==> src/rtl/tdc_pkg.sv <==
package tdc_pkg;
  parameter int ADDR_W    = 24;
  parameter int PITCH_W   = 16;
  parameter int DIM_W     = 16;
  parameter int TMEM_W    = 9;
  parameter int LINE_W    = 9;
  parameter int MASK_W    = 4;
  parameter int INCR_W    = 12;
  parameter int REC_SHIFT = 4;

  localparam int REC_IW = TMEM_W - REC_SHIFT;
  localparam int REC_N  = 1 << REC_IW;
  localparam logic [1:0] TEXEL_32 = 2'd3;

  typedef struct packed {
    logic [TMEM_W-1:0] tmem;
    logic [LINE_W-1:0] line;
    logic [1:0]        texSize;
    logic [MASK_W-1:0] maskS;
    logic [MASK_W-1:0] maskT;
    logic              clampS;
    logic              clampT;
  } tile_t;

  typedef struct packed {
    logic [DIM_W-1:0] width;
    logic [DIM_W-1:0] height;
  } extent_t;

  typedef struct packed {
    logic [ADDR_W-1:0]  addr;
    logic [PITCH_W-1:0] pitch;
    logic               swapped;
  } rec_t;

  typedef struct packed {
    logic [ADDR_W-1:0]  addr;
    logic [PITCH_W-1:0] pitch;
    logic [DIM_W-1:0]   width;
    logic [DIM_W-1:0]   height;
    logic               swapped;
  } desc_t;

  // strobes from control to datapath
  typedef struct packed {
    logic wrTile;
    logic wrSize;
    logic wrRec;
    logic blockLoad;
    logic fill;
    logic useCache;
    logic capture;
  } strobe_t;
endpackage

==> src/rtl/tdc_resolve.sv <==
module tdc_resolve
  import tdc_pkg::*;
(
  input  tile_t   tile,
  input  extent_t ext,
  input  rec_t    rec,
  input  logic    recHit,
  input  rec_t    rec0,
  output desc_t   desc
);
  function automatic logic [DIM_W-1:0] limitDim(input logic [DIM_W-1:0] sz,
                                                input logic [MASK_W-1:0] m,
                                                input logic cl);
    logic [DIM_W-1:0] span;
    span = DIM_W'(1) << m;
    if (m == '0)            return sz;
    else if (cl && sz < span) return sz;
    else                    return span;
  endfunction

  logic [PITCH_W-1:0] basePitch;
  logic               baseSwap;
  logic [ADDR_W-1:0]  baseAddr;

  always_comb begin
    // missing record falls back to record 0 plus word offset
    if (recHit) begin
      baseAddr  = rec.addr;
      basePitch = rec.pitch;
      baseSwap  = rec.swapped;
    end else begin
      baseAddr  = rec0.addr + ADDR_W'({tile.tmem, 3'b000});
      basePitch = rec0.pitch;
      baseSwap  = rec0.swapped;
    end

    desc.addr    = baseAddr;
    desc.swapped = baseSwap;
    // placeholder pitch from block load becomes line-derived
    if (basePitch == '1)
      desc.pitch = (tile.texSize == TEXEL_32) ? PITCH_W'({tile.line, 4'b0000})
                                              : PITCH_W'({tile.line, 3'b000});
    else
      desc.pitch = basePitch;


    desc.width  = limitDim(ext.width,  tile.maskS, tile.clampS);
    desc.height = limitDim(ext.height, tile.maskT, tile.clampT);
  end
endmodule

==> src/rtl/tdc_ctrl.sv <==
module tdc_ctrl
  import tdc_pkg::*;
#(
  parameter int NUM_TILES = 8,
  localparam int IDX_W = $clog2(NUM_TILES)
)(
  input  logic             clk,
  input  logic             rstN,
  input  logic             reqEn,
  input  logic [IDX_W-1:0] reqIdx,
  input  logic             tileWrEn,
  input  logic [IDX_W-1:0] tileWrIdx,
  input  logic             tileDiff,
  input  logic             sizeWrEn,
  input  logic [IDX_W-1:0] sizeWrIdx,
  input  logic             sizeDiff,
  input  logic             loadEn,
  input  logic             loadBlock,
  output strobe_t          stb,
  output logic             rspValid,
  output logic             rspHit
);
  logic [NUM_TILES-1:0] cacheValid;
  logic [NUM_TILES-1:0] invMask;
  logic [NUM_TILES-1:0] fillMask;
  logic                 hit;

  assign hit = cacheValid[reqIdx];

  always_comb begin
    stb.wrTile    = tileWrEn;
    stb.wrSize    = sizeWrEn;
    stb.wrRec     = loadEn;
    stb.blockLoad = loadEn & loadBlock;
    stb.fill      = reqEn & ~hit;
    stb.useCache  = reqEn & hit;
    stb.capture   = reqEn;
  end

  // per-tile invalidate / fill decode
  for (genvar t = 0; t < NUM_TILES; t++) begin : g_tile
    assign invMask[t] = loadEn
                      | (tileWrEn && tileWrIdx == IDX_W'(t) && tileDiff)
                      | (sizeWrEn && sizeWrIdx == IDX_W'(t) && sizeDiff);
    assign fillMask[t] = stb.fill && reqIdx == IDX_W'(t);
  end

  // invalidation wins over a fill in the same cycle
  always_ff @(posedge clk or negedge rstN) begin
    if (!rstN) begin
      cacheValid <= '0;
      rspValid   <= 1'b0;
      rspHit     <= 1'b0;
    end else begin
      cacheValid <= (cacheValid | fillMask) & ~invMask;
      rspValid   <= reqEn;
      rspHit     <= reqEn & hit;
    end
  end

  p_rsp_follows_req_r1: assert property (@(posedge clk) disable iff (!rstN)
    reqEn |=> rspValid);
  p_rsp_idle_r1: assert property (@(posedge clk) disable iff (!rstN)
    !reqEn |=> !rspValid);
  p_load_forces_miss_r4: assert property (@(posedge clk) disable iff (!rstN)
    loadEn ##1 reqEn |=> !rspHit);
  p_repeat_hits_r5: assert property (@(posedge clk) disable iff (!rstN)
    (reqEn && !loadEn && !tileWrEn && !sizeWrEn) ##1
    (reqEn && reqIdx == $past(reqIdx)) |=> rspHit);
endmodule

==> src/rtl/tdc_dpath.sv <==
module tdc_dpath
  import tdc_pkg::*;
#(
  parameter int NUM_TILES = 8,
  localparam int IDX_W = $clog2(NUM_TILES)
)(
  input  logic               clk,
  input  logic               rstN,
  input  strobe_t            stb,
  input  tile_t              newTile,
  input  logic [IDX_W-1:0]   tileWrIdx,
  input  extent_t            newExt,
  input  logic [IDX_W-1:0]   sizeWrIdx,
  input  logic [IDX_W-1:0]   loadTileIdx,
  input  logic [ADDR_W-1:0]  loadAddr,
  input  logic [PITCH_W-1:0] loadPitch,
  input  logic [INCR_W-1:0]  loadIncr,
  input  logic [IDX_W-1:0]   reqIdx,
  output logic               tileDiff,
  output logic               sizeDiff,
  output desc_t              rspDesc
);
  tile_t             tiles    [NUM_TILES];
  extent_t           exts     [NUM_TILES];
  desc_t             cacheMem [NUM_TILES];
  rec_t              recs     [REC_N];
  logic [REC_N-1:0]  recValid;

  logic [REC_IW-1:0] loadRecIdx;
  logic [REC_IW-1:0] reqRecIdx;
  rec_t              newRec;
  tile_t             selTile;
  desc_t             resolved;

  assign tileDiff   = (tiles[tileWrIdx] != newTile);
  assign sizeDiff   = (exts[sizeWrIdx] != newExt);
  assign loadRecIdx = tiles[loadTileIdx].tmem[TMEM_W-1:REC_SHIFT];
  assign selTile    = tiles[reqIdx];
  assign reqRecIdx  = selTile.tmem[TMEM_W-1:REC_SHIFT];

  always_comb begin
    newRec.addr    = loadAddr;
    newRec.pitch   = stb.blockLoad ? '1 : loadPitch;
    newRec.swapped = stb.blockLoad && (loadIncr == '0);
  end

  tdc_resolve u_resolve (
    .tile   (selTile),
    .ext    (exts[reqIdx]),
    .rec    (recs[reqRecIdx]),
    .recHit (recValid[reqRecIdx]),
    .rec0   (recs[0]),
    .desc   (resolved)
  );

  // tile, size and cache storage
  always_ff @(posedge clk or negedge rstN) begin
    if (!rstN) begin
      for (int t = 0; t < NUM_TILES; t++) begin
        tiles[t]    <= '0;
        exts[t]     <= '0;
        cacheMem[t] <= '0;
      end
    end else begin
      if (stb.wrTile) tiles[tileWrIdx] <= newTile;
      if (stb.wrSize) exts[sizeWrIdx]  <= newExt;
      if (stb.fill)   cacheMem[reqIdx] <= resolved;
    end
  end

  // load records
  always_ff @(posedge clk or negedge rstN) begin
    if (!rstN) begin
      recValid <= '0;
      for (int r = 0; r < REC_N; r++) recs[r] <= '0;
    end else if (stb.wrRec) begin
      for (int r = 0; r < REC_N; r++) begin
        if (REC_IW'(r) == loadRecIdx) begin
          recs[r]     <= newRec;
          recValid[r] <= 1'b1;
        end else if (stb.blockLoad && REC_IW'(r) > loadRecIdx) begin
          recValid[r] <= 1'b0;   // clear records above
        end
      end
    end
  end

  always_ff @(posedge clk or negedge rstN) begin
    if (!rstN)            rspDesc <= '0;
    else if (stb.capture) rspDesc <= stb.useCache ? cacheMem[reqIdx] : resolved;
  end

  // cached result must match a fresh resolve whenever it is used
  p_cache_coherent_r2: assert property (@(posedge clk) disable iff (!rstN)
    stb.useCache |-> cacheMem[reqIdx] == resolved);
  p_width_bound_r10: assert property (@(posedge clk) disable iff (!rstN)
    (stb.capture && selTile.maskS != '0) |-> resolved.width <= (DIM_W'(1) << selTile.maskS));
  p_height_bound_r11: assert property (@(posedge clk) disable iff (!rstN)
    (stb.capture && selTile.maskT == '0) |-> resolved.height == exts[reqIdx].height);
endmodule

==> src/rtl/tile_desc_cache.sv <==
module tile_desc_cache
  import tdc_pkg::*;
#(
  parameter int NUM_TILES = 8,
  localparam int IDX_W = $clog2(NUM_TILES)
)(
  input  logic               clk,
  input  logic               rstN,
  input  logic               tileWrEn,
  input  logic [IDX_W-1:0]   tileWrIdx,
  input  logic [TMEM_W-1:0]  tileWrTmem,
  input  logic [LINE_W-1:0]  tileWrLine,
  input  logic [1:0]         tileWrTexSize,
  input  logic [MASK_W-1:0]  tileWrMaskS,
  input  logic [MASK_W-1:0]  tileWrMaskT,
  input  logic               tileWrClampS,
  input  logic               tileWrClampT,
  input  logic               sizeWrEn,
  input  logic [IDX_W-1:0]   sizeWrIdx,
  input  logic [DIM_W-1:0]   sizeWrWidth,
  input  logic [DIM_W-1:0]   sizeWrHeight,
  input  logic               loadEn,
  input  logic               loadBlock,
  input  logic [IDX_W-1:0]   loadTileIdx,
  input  logic [ADDR_W-1:0]  loadAddr,
  input  logic [PITCH_W-1:0] loadPitch,
  input  logic [INCR_W-1:0]  loadIncr,
  input  logic               reqEn,
  input  logic [IDX_W-1:0]   reqIdx,
  output logic               rspValid,
  output logic               rspHit,
  output logic [ADDR_W-1:0]  rspAddr,
  output logic [PITCH_W-1:0] rspPitch,
  output logic [DIM_W-1:0]   rspWidth,
  output logic [DIM_W-1:0]   rspHeight,
  output logic               rspSwapped
);
  strobe_t stb;
  tile_t   newTile;
  extent_t newExt;
  desc_t   rspDesc;
  logic    tileDiff, sizeDiff;

  assign newTile = '{tmem: tileWrTmem, line: tileWrLine, texSize: tileWrTexSize,
                     maskS: tileWrMaskS, maskT: tileWrMaskT,
                     clampS: tileWrClampS, clampT: tileWrClampT};
  assign newExt  = '{width: sizeWrWidth, height: sizeWrHeight};

  tdc_ctrl #(.NUM_TILES(NUM_TILES)) u_ctrl (
    .clk, .rstN, .reqEn, .reqIdx, .tileWrEn, .tileWrIdx, .tileDiff,
    .sizeWrEn, .sizeWrIdx, .sizeDiff, .loadEn, .loadBlock,
    .stb, .rspValid, .rspHit
  );

  tdc_dpath #(.NUM_TILES(NUM_TILES)) u_dpath (
    .clk, .rstN, .stb, .newTile, .tileWrIdx, .newExt, .sizeWrIdx,
    .loadTileIdx, .loadAddr, .loadPitch, .loadIncr, .reqIdx,
    .tileDiff, .sizeDiff, .rspDesc
  );

  assign rspAddr    = rspDesc.addr;
  assign rspPitch   = rspDesc.pitch;
  assign rspWidth   = rspDesc.width;
  assign rspHeight  = rspDesc.height;
  assign rspSwapped = rspDesc.swapped;
endmodule

==> config.mk <==
export PLATFORM = sky130hd
export DESIGN_NAME = tile_desc_cache
export DESIGN_NICKNAME = d
export VERILOG_FILES = /design/src/rtl/tdc_pkg.sv /design/src/rtl/tdc_resolve.sv /design/src/rtl/tdc_ctrl.sv /design/src/rtl/tdc_dpath.sv /design/src/rtl/tile_desc_cache.sv
export SDC_FILE = /design/constraint.sdc
export NUM_CORES = 2
export LEC_CHECK = 0
export ABC_AREA = 1
export CAP_MARGIN = 20
export CORE_ASPECT_RATIO = 1.75
export CORE_MARGIN = 2
export CORE_UTILIZATION = 40
export DETAILED_ROUTE_END_ITERATION = 12
export PLACE_DENSITY_LB_ADDON = 0.08
export SYNTH_ARGS = -nofsm -noshare
export SYNTH_HDL_FRONTEND = slang
export SYNTH_SLANG_ARGS = --single-unit
==> constraint.sdc <==
create_clock -name clk -period 10.2 [get_ports clk]
set_clock_uncertainty 0.15 [all_clocks]
set_input_delay 1.02 -clock clk [delete_from_list [all_inputs] [get_ports clk]]
set_output_delay 1.02 -clock clk [all_outputs]
set_load 0.02 [all_outputs]
# Yosys cells after proc, flatten, opt, wreduce, memory -nomap -nowiden

Cells that the tools add are included.

Register bits after elaboration: 2507
Latch bits: 0
Memory bits (writable): 0
ROM bits: 0
Input port bits: 133
Output and inout port bits: 75
Word-level logic and storage cells: 669
Memories: 0

$add $sub $neg: 1
Multipliers: 0
Divide/modulo/power cells: 0
$lt $le $gt $ge: 44
Equality and inequality tests: 56
Shift-type cells: 2
Multiplexer cells: 109
Bitwise operators: 28
Reductions and logical operators: 181

Operators with widths:

| kind                                                         | number |
|---|---|
| bitwise mux 584 bit                                          | 1 |
| two-way mux 73 bit                                           | 4 |
| binary-select mux 30 bit (select 3 bit)                      | 3 |
| bitwise mux 256 bit                                          | 1 |
| bitwise mux 240 bit                                          | 1 |
| binary-select mux 73 bit (select 3 bit)                      | 1 |
| demux 73 bit (select 3 bit)                                  | 1 |
| two-way mux 30 bit                                           | 7 |
| binary-select mux 41 bit (select 5 bit)                      | 1 |
| binary-select mux 32 bit (select 3 bit)                      | 2 |
| two-way mux 32 bit                                           | 5 |
| AND reduction 2 bit                                          | 64 |
| two-way mux 16 bit                                           | 7 |
| demux 32 bit (select 3 bit)                                  | 1 |
| demux 30 bit (select 3 bit)                                  | 1 |
| two-way mux 41 bit                                           | 2 |
| equality test 5 bit, first input constant                    | 16 |
| greater-than comparator 5 bit, first input constant          | 16 |
| logical AND 1 bit                                            | 78 |
| two-way mux 1 bit                                            | 67 |
| nonzero test 2 bit                                           | 32 |
| equality test 4 x 5 -> 1 bit, first input constant           | 8 |
| greater-than comparator 4 x 5 -> 1 bit, first input constant | 8 |
| equality test 3 bit, second input constant                   | 12 |
| other kinds (36)                                             | 82 |

# Logic depth before layout (Yosys ltp)

Depth in word-level cells: 12
Gate-level depth with buffers: 29
Mapped depth without buffers: 26

# Cells and area by module

From an unflattened synthesis, not the netlist that was laid out.

Cells, all modules: 16387
Area, all modules: 124105.3 um^2

By module, submodules not included:

| module      | times used | cells each | area an instance (um^2) | seq. area each (um^2) |
|---|---|---|---|---|
| tdc_dpath   | 1          | 15690      | 120350.4                | 62484.9 |
| tdc_resolve | 1          | 582        | 3009.1                  | 0.0 |
| tdc_ctrl    | 1          | 115        | 745.7                   | 250.2 |

# Least setup slack after synthesis

OpenSTA, ideal clock, no wires.

Kind: input -> register
Start: input port reqIdx[0]
End: register u_dpath.cacheMem[216] (netlist name)
Library setup time: 130 ps
Arrival: 5256 ps
Data required time: 9920 ps
Path slack: 4664 ps
Stages on the path: 26
Path buffers: 7
Path through: buf_4 nand2_2 buf_2 clkbuf_1 clkbuf_1 buf_1 buf_2 buf_1 o22ai_1 a221oi_1 o21ai_0 ha_1 fa_1 nand3_1 and2_1 inv_1 nand3_1 o21ai_0 a21boi_0 inv_1 nand2_1 o31ai_1 a21oi_1 a21oi_4 nand2_1 o21ai_1

Longest elaborated chain between the ends: 10
Elaborated cells between the ends (all ways): 22
Those cells by class: add/sub: 1; order compare: 2; mux: 14; bitwise: 4; reduce/logical: 1

RTL lines:

| what                                                             | line                  | text |
|---|---|---|
| start, declared                                                  | tile_desc_cache.sv:29 | `input logic [IDX_W-1:0] reqIdx,` |
| branches (longest 10 deep; another with adder 24 x 12 -> 24 bit) | -                     |  |
| end signal, assigned by index                                    | tdc_dpath.sv:67       | `if (stb.fill) cacheMem[reqIdx] <= resolved;` |
| end, declared                                                    | tdc_dpath.sv:25       | `desc_t cacheMem [NUM_TILES];` |

Parallel ways; which one is timed is not known. The select of a mux whose other input is x is not followed.
A chain may end at the register's enable or synchronous reset.

# Worst setup path in the final report

Start: input port reqIdx[0]
End: register u_dpath.cacheMem[413] (netlist name)

Longest elaborated chain between the ends: 12
Elaborated cells between the ends (all ways): 23
Those cells by class: order compare: 2; eq/ne: 1; mux: 15; bitwise: 4; reduce/logical: 1

RTL lines:

| what                                                   | line                             | text |
|---|---|---|
| inverter 3 -> 4 bit (implied by the code)              | tdc_dpath.sv:38, tdc_dpath.sv:67 |  |
| binary-select mux 30 bit (select 3 bit)                | tdc_dpath.sv:38                  | `assign selTile = tiles[reqIdx];` |
| two-way mux 30 bit (implied by the code) (2 in series) | tdc_dpath.sv:38                  |  |
| inverter 5 -> 6 bit (implied by the code)              | tdc_dpath.sv:50                  | `.rec (recs[reqRecIdx]),` |
| binary-select mux 41 bit (select 5 bit)                | tdc_dpath.sv:50                  |  |
| two-way mux 41 bit (implied by the code) (2 in series) | tdc_dpath.sv:50                  |  |
| two-way mux 16 bit                                     | tdc_resolve.sv:27                | `if (recHit) begin` |
| equality test 16 bit                                   | tdc_resolve.sv:40                | `if (basePitch == '1)` |
| two-way mux 16 bit                                     | tdc_resolve.sv:40                |  |
| bitwise mux 584 bit                                    | tdc_dpath.sv:67                  |  |

Parallel ways exist; a longest one is shown, timed or not. The select of a mux whose other input is x is not followed.

==> results.sh <==
export IMPL_grt_setup_unrepaired="no"
export IMPL_final_core_util_pct=44.6
export IMPL_place_congestion=0.897
export IMPL_p_switching_mw=12.1
export IMPL_portBuffers=207
export IMPL_fin_crit_ps=7240
export IMPL_core_um2=293000
export IMPL_timing_final_max_slew_violations=0
export IMPL_hpwl_mm=274
export IMPL_numCtsBuffers=248
export IMPL_cts_htree_levels=4
export IMPL_fp_dieW_um=414
export IMPL_area_growth_synth_to_final_pct=11.1
export IMPL_ant_nets=0
export IMPL_post_cts_resized=0
export IMPL_syn_area_per_cell_um2=8.20
export IMPL_power_leakage_nw=59.7
export IMPL_drt_first_iter_violations=11200
export IMPL_required_ps=10810
export IMPL_cts_setup_buffers=0
export IMPL_synth_fp_nets=14500
export IMPL_wl_per_cell_um=26.3
export IMPL_pwr_share_seq_pct=45.3
export IMPL_maxCapViolations=0
export IMPL_tns_ps=0
export IMPL_power_frac_comb_pct=26.8
export IMPL_cts_hold_buf=1
export IMPL_grt_max_degree=169
export IMPL_fin_nets=14000
export IMPL_crit_fanout=163
export IMPL_layout_common_cells="4064 x nand2_1, 2507 x dfrtp_1, 2467 x o21ai_0"
export IMPL_detail_route_vias_per_cell=5.84
export IMPL_clk_pin_slew_ps=70
export IMPL_ys_ff_latch=2507
export IMPL_tritoncts_num_sinks=2507
export IMPL_start_util_pct=40.1
export IMPL_synth_cells=14300
export IMPL_cts_root_buf="clkbuf_16"
export IMPL_worstPathArrival_ps=7850
export IMPL_clock_power_share_pct=27.9
export IMPL_grt_antenna_before_repair=13
export IMPL_final_common_cell="nand2_1"
export IMPL_vdd_ir_drop_max_v=0.000197
export IMPL_max_freq_mhz=138
export IMPL_io_pins=208
export IMPL_async_flop_share_pct=100
export IMPL_cts_buffer_depth=4
export IMPL_p_per_area_nw_per_um2=259
export IMPL_route_detailed_drc=0
export IMPL_overflow=0
export IMPL_hold_class="reg2reg"
export IMPL_status="completed"
export IMPL_wl_mm=469
export IMPL_placed_cells=17400
export IMPL_syn_area_um2=117000
export IMPL_track_usage_pct=31.2
export IMPL_relSlewSlack_pct=17.8
export IMPL_final_setup_viol_count=0
export IMPL_rows=263
export IMPL_ys_types=54
export IMPL_cts_tree="yes"
export IMPL_yosysWarnings=0
export IMPL_fillCellCount=29000
export IMPL_worstSetupEndpointType="register"
export IMPL_grt_pass1_wl_mm=697
export IMPL_synth_edf_count=0
export IMPL_drive_gt1_share_pct=5.69
export IMPL_insertion_delay_ps=940
export IMPL_swShare_pct=35.8
export IMPL_fin_crit_sh_pct=71.0
export IMPL_finalNonFillerCells=17900
export IMPL_first_pass_iters=9
export IMPL_p_int_mw=21.7
export IMPL_synth_flop_cell="dfrtp_1"
export IMPL_worst_pin_slew_ps=1220
export IMPL_die_y_um=721
export IMPL_ys_seq_area_share_pct=53.4
export IMPL_critPathKind="in2reg"
export IMPL_die_area_um2=298000
export IMPL_startpoint_type="input pin"
export IMPL_hold_violations=0
export IMPL_grt_pass1_vias=103000
export IMPL_via_count=104000
-- cells in the mapped netlist, types with 6 or more instances --
cell | number | area share (%)
ha_1 | 39 | 0.42
buf_2 | 137 | 0.58
nor3_1 | 21 | 0.090
o221ai_1 | 147 | 1.1
buf_6 | 6 | 0.058
inv_1 | 554 | 1.8
o2111ai_1 | 27 | 0.20
nor2_1 | 631 | 2.0
o21ai_2 | 11 | 0.082
buf_4 | 23 | 0.15
a211oi_1 | 33 | 0.21
a31oi_1 | 37 | 0.20
clkinv_1 | 23 | 0.074
o21ai_0 | 2488 | 11
nand3_1 | 1131 | 4.8
dfrtp_1 | 2507 | 53
nand2_1 | 4104 | 13
o32ai_1 | 7 | 0.052
nand4_1 | 37 | 0.20
a221oi_1 | 69 | 0.51
nor4_1 | 8 | 0.043
a311oi_1 | 9 | 0.067
inv_2 | 19 | 0.061
clkbuf_1 | 944 | 3.0
nand3_4 | 10 | 0.15
nand3_2 | 15 | 0.13
a22oi_1 | 236 | 1.5
o22ai_1 | 252 | 1.3
a32oi_1 | 14 | 0.10
a21oi_1 | 265 | 1.1
o21ai_1 | 158 | 0.67
buf_1 | 91 | 0.29
xor2_1 | 59 | 0.44
o31ai_1 | 16 | 0.10
nand2_2 | 27 | 0.14
nand3b_1 | 13 | 0.083
o211ai_1 | 110 | 0.70
-- state kept, by name (all words and copies together) (netlist names) --
signal and flops:
u_dpath.recValid 32, u_ctrl.rspHit 1, u_dpath.tiles 240, u_ctrl.cacheValid 8, u_ctrl.rspValid 1, u_dpath.exts 256
u_dpath.cacheMem 584, u_dpath.rspDesc 73, u_dpath.recs 1312
-- final timing paths --
path                                      startpoint                     to  slack (ps)  cells past startpoint
worst max-delay path                       reqIdx[0]  u_dpath.cacheMem[413]        2960                     25
worst min-delay path            u_dpath.recValid[17]   u_dpath.recValid[17]         320                      2
worst max register to register     u_dpath.tiles[85]  u_dpath.cacheMem[413]        3780                     23
worst min register to register  u_dpath.recValid[17]   u_dpath.recValid[17]         320                      2
max in group asynchronous                       rstN      u_dpath.exts[196]        6650                      5
min in group asynchronous                       rstN  u_dpath.cacheMem[388]         530                      2
-- cell families (layout without fill, tap and decap cells) --
| kind of cell | count (synthesis) | in the layout | share of synthesized area (%) |
|---|---|---|---|
| compound gates | 3900 | 3900 | 18.8 |
| xor+xnor | 64 | 64 | 0.477 |
| fa+ha+maj | 40 | 40 | 0.433 |
| buf+inv | 1798 | 1486 | 6.01 |
| flops | 2507 | 2507 | 53.4 |
| mux | 5 | 5 | 0.0426 |
| other cells | 0 | 3 | 0 |
| simple gates | 6003 | 6003 | 20.8 |
-- metrics by stage --
| step | worst slack, ps | hold WS, ps | power, mW | instance area, um^2 |
|---|---|---|---|---|
| final | 2960 | 323 | 33.8 | 130000 |
| after floorplan | 4660 | 285 | 20.8 | 117000 |
| after global routing | 2670 | 344 | 35.9 | 130000 |
| after CTS | 3180 | 325 | 33.9 | 130000 |
| after detailed placement | 2190 | 309 | 24.5 | 122000 |
| after global placement | 2220 | 306 | 24.2 | 122000 |
-- metal layers --
| metal | track usage (%) | share of wire, % | vias to the layer above |
|---|---|---|---|
| li1 | - | - | 47100 |
| met1 | 37.2 | 38 | 51800 |
| met2 | 53.9 | 50 | 4150 |
| met3 | 3.48 | 5.5 | 1095 |
| met4 | 18.1 | 6.7 | 2 |
| met5 | 0 | 0.0041 | - |
-- critical path: stages --
cell	delay, ps
clkdlybuf4s50_1	850
inv_1	290
nand2_1	110
nand2_1	50
nand2_1	100
nand3_4	410
nand2_4	600
buf_12	590
buf_4	660
nand2_1	110
nand3_1	100
nand3_1	90
nand3_1	110
nand2_1	70
nand2_1	80
nand2_1	80
nand2_1	60
nand2_1	70
nor2_1	260
nand2_1	130
nor2_2	360
buf_4	390
nand2_2	640
nand3_1	240
o21ai_0	120
-- power groups by stage --
stage          clock [mW]  sequential [mW]  combinational (mW)
3_5_place_dp            0             15.4                9.05
5_1_grt              9.97             15.7                10.2
2_1_floorplan           0             14.9                5.86
4_1_cts              9.60             15.3                9.08
6_report             9.43             15.3                9.06
3_3_place_gp            0             15.3                8.86
-- area by class of cell --
| type | instances | area, um^2 | share of cell area, % |
|---|---|---|---|
| clock inverter | 64 | 806 | 0.618 |
| clock buffer | 371 | 7270 | 5.57 |
| multi-input combinational | 10000 | 48200 | 37.0 |
| antenna | 3 | 7.51 | 0.00575 |
| inverter | 597 | 2290 | 1.76 |
| tap | 3842 | 4810 | 3.68 |
| sequential | 2507 | 62700 | 48.1 |
| timing repair buffer | 454 | 4350 | 3.33 |
(Power assumes the default switching activity.)
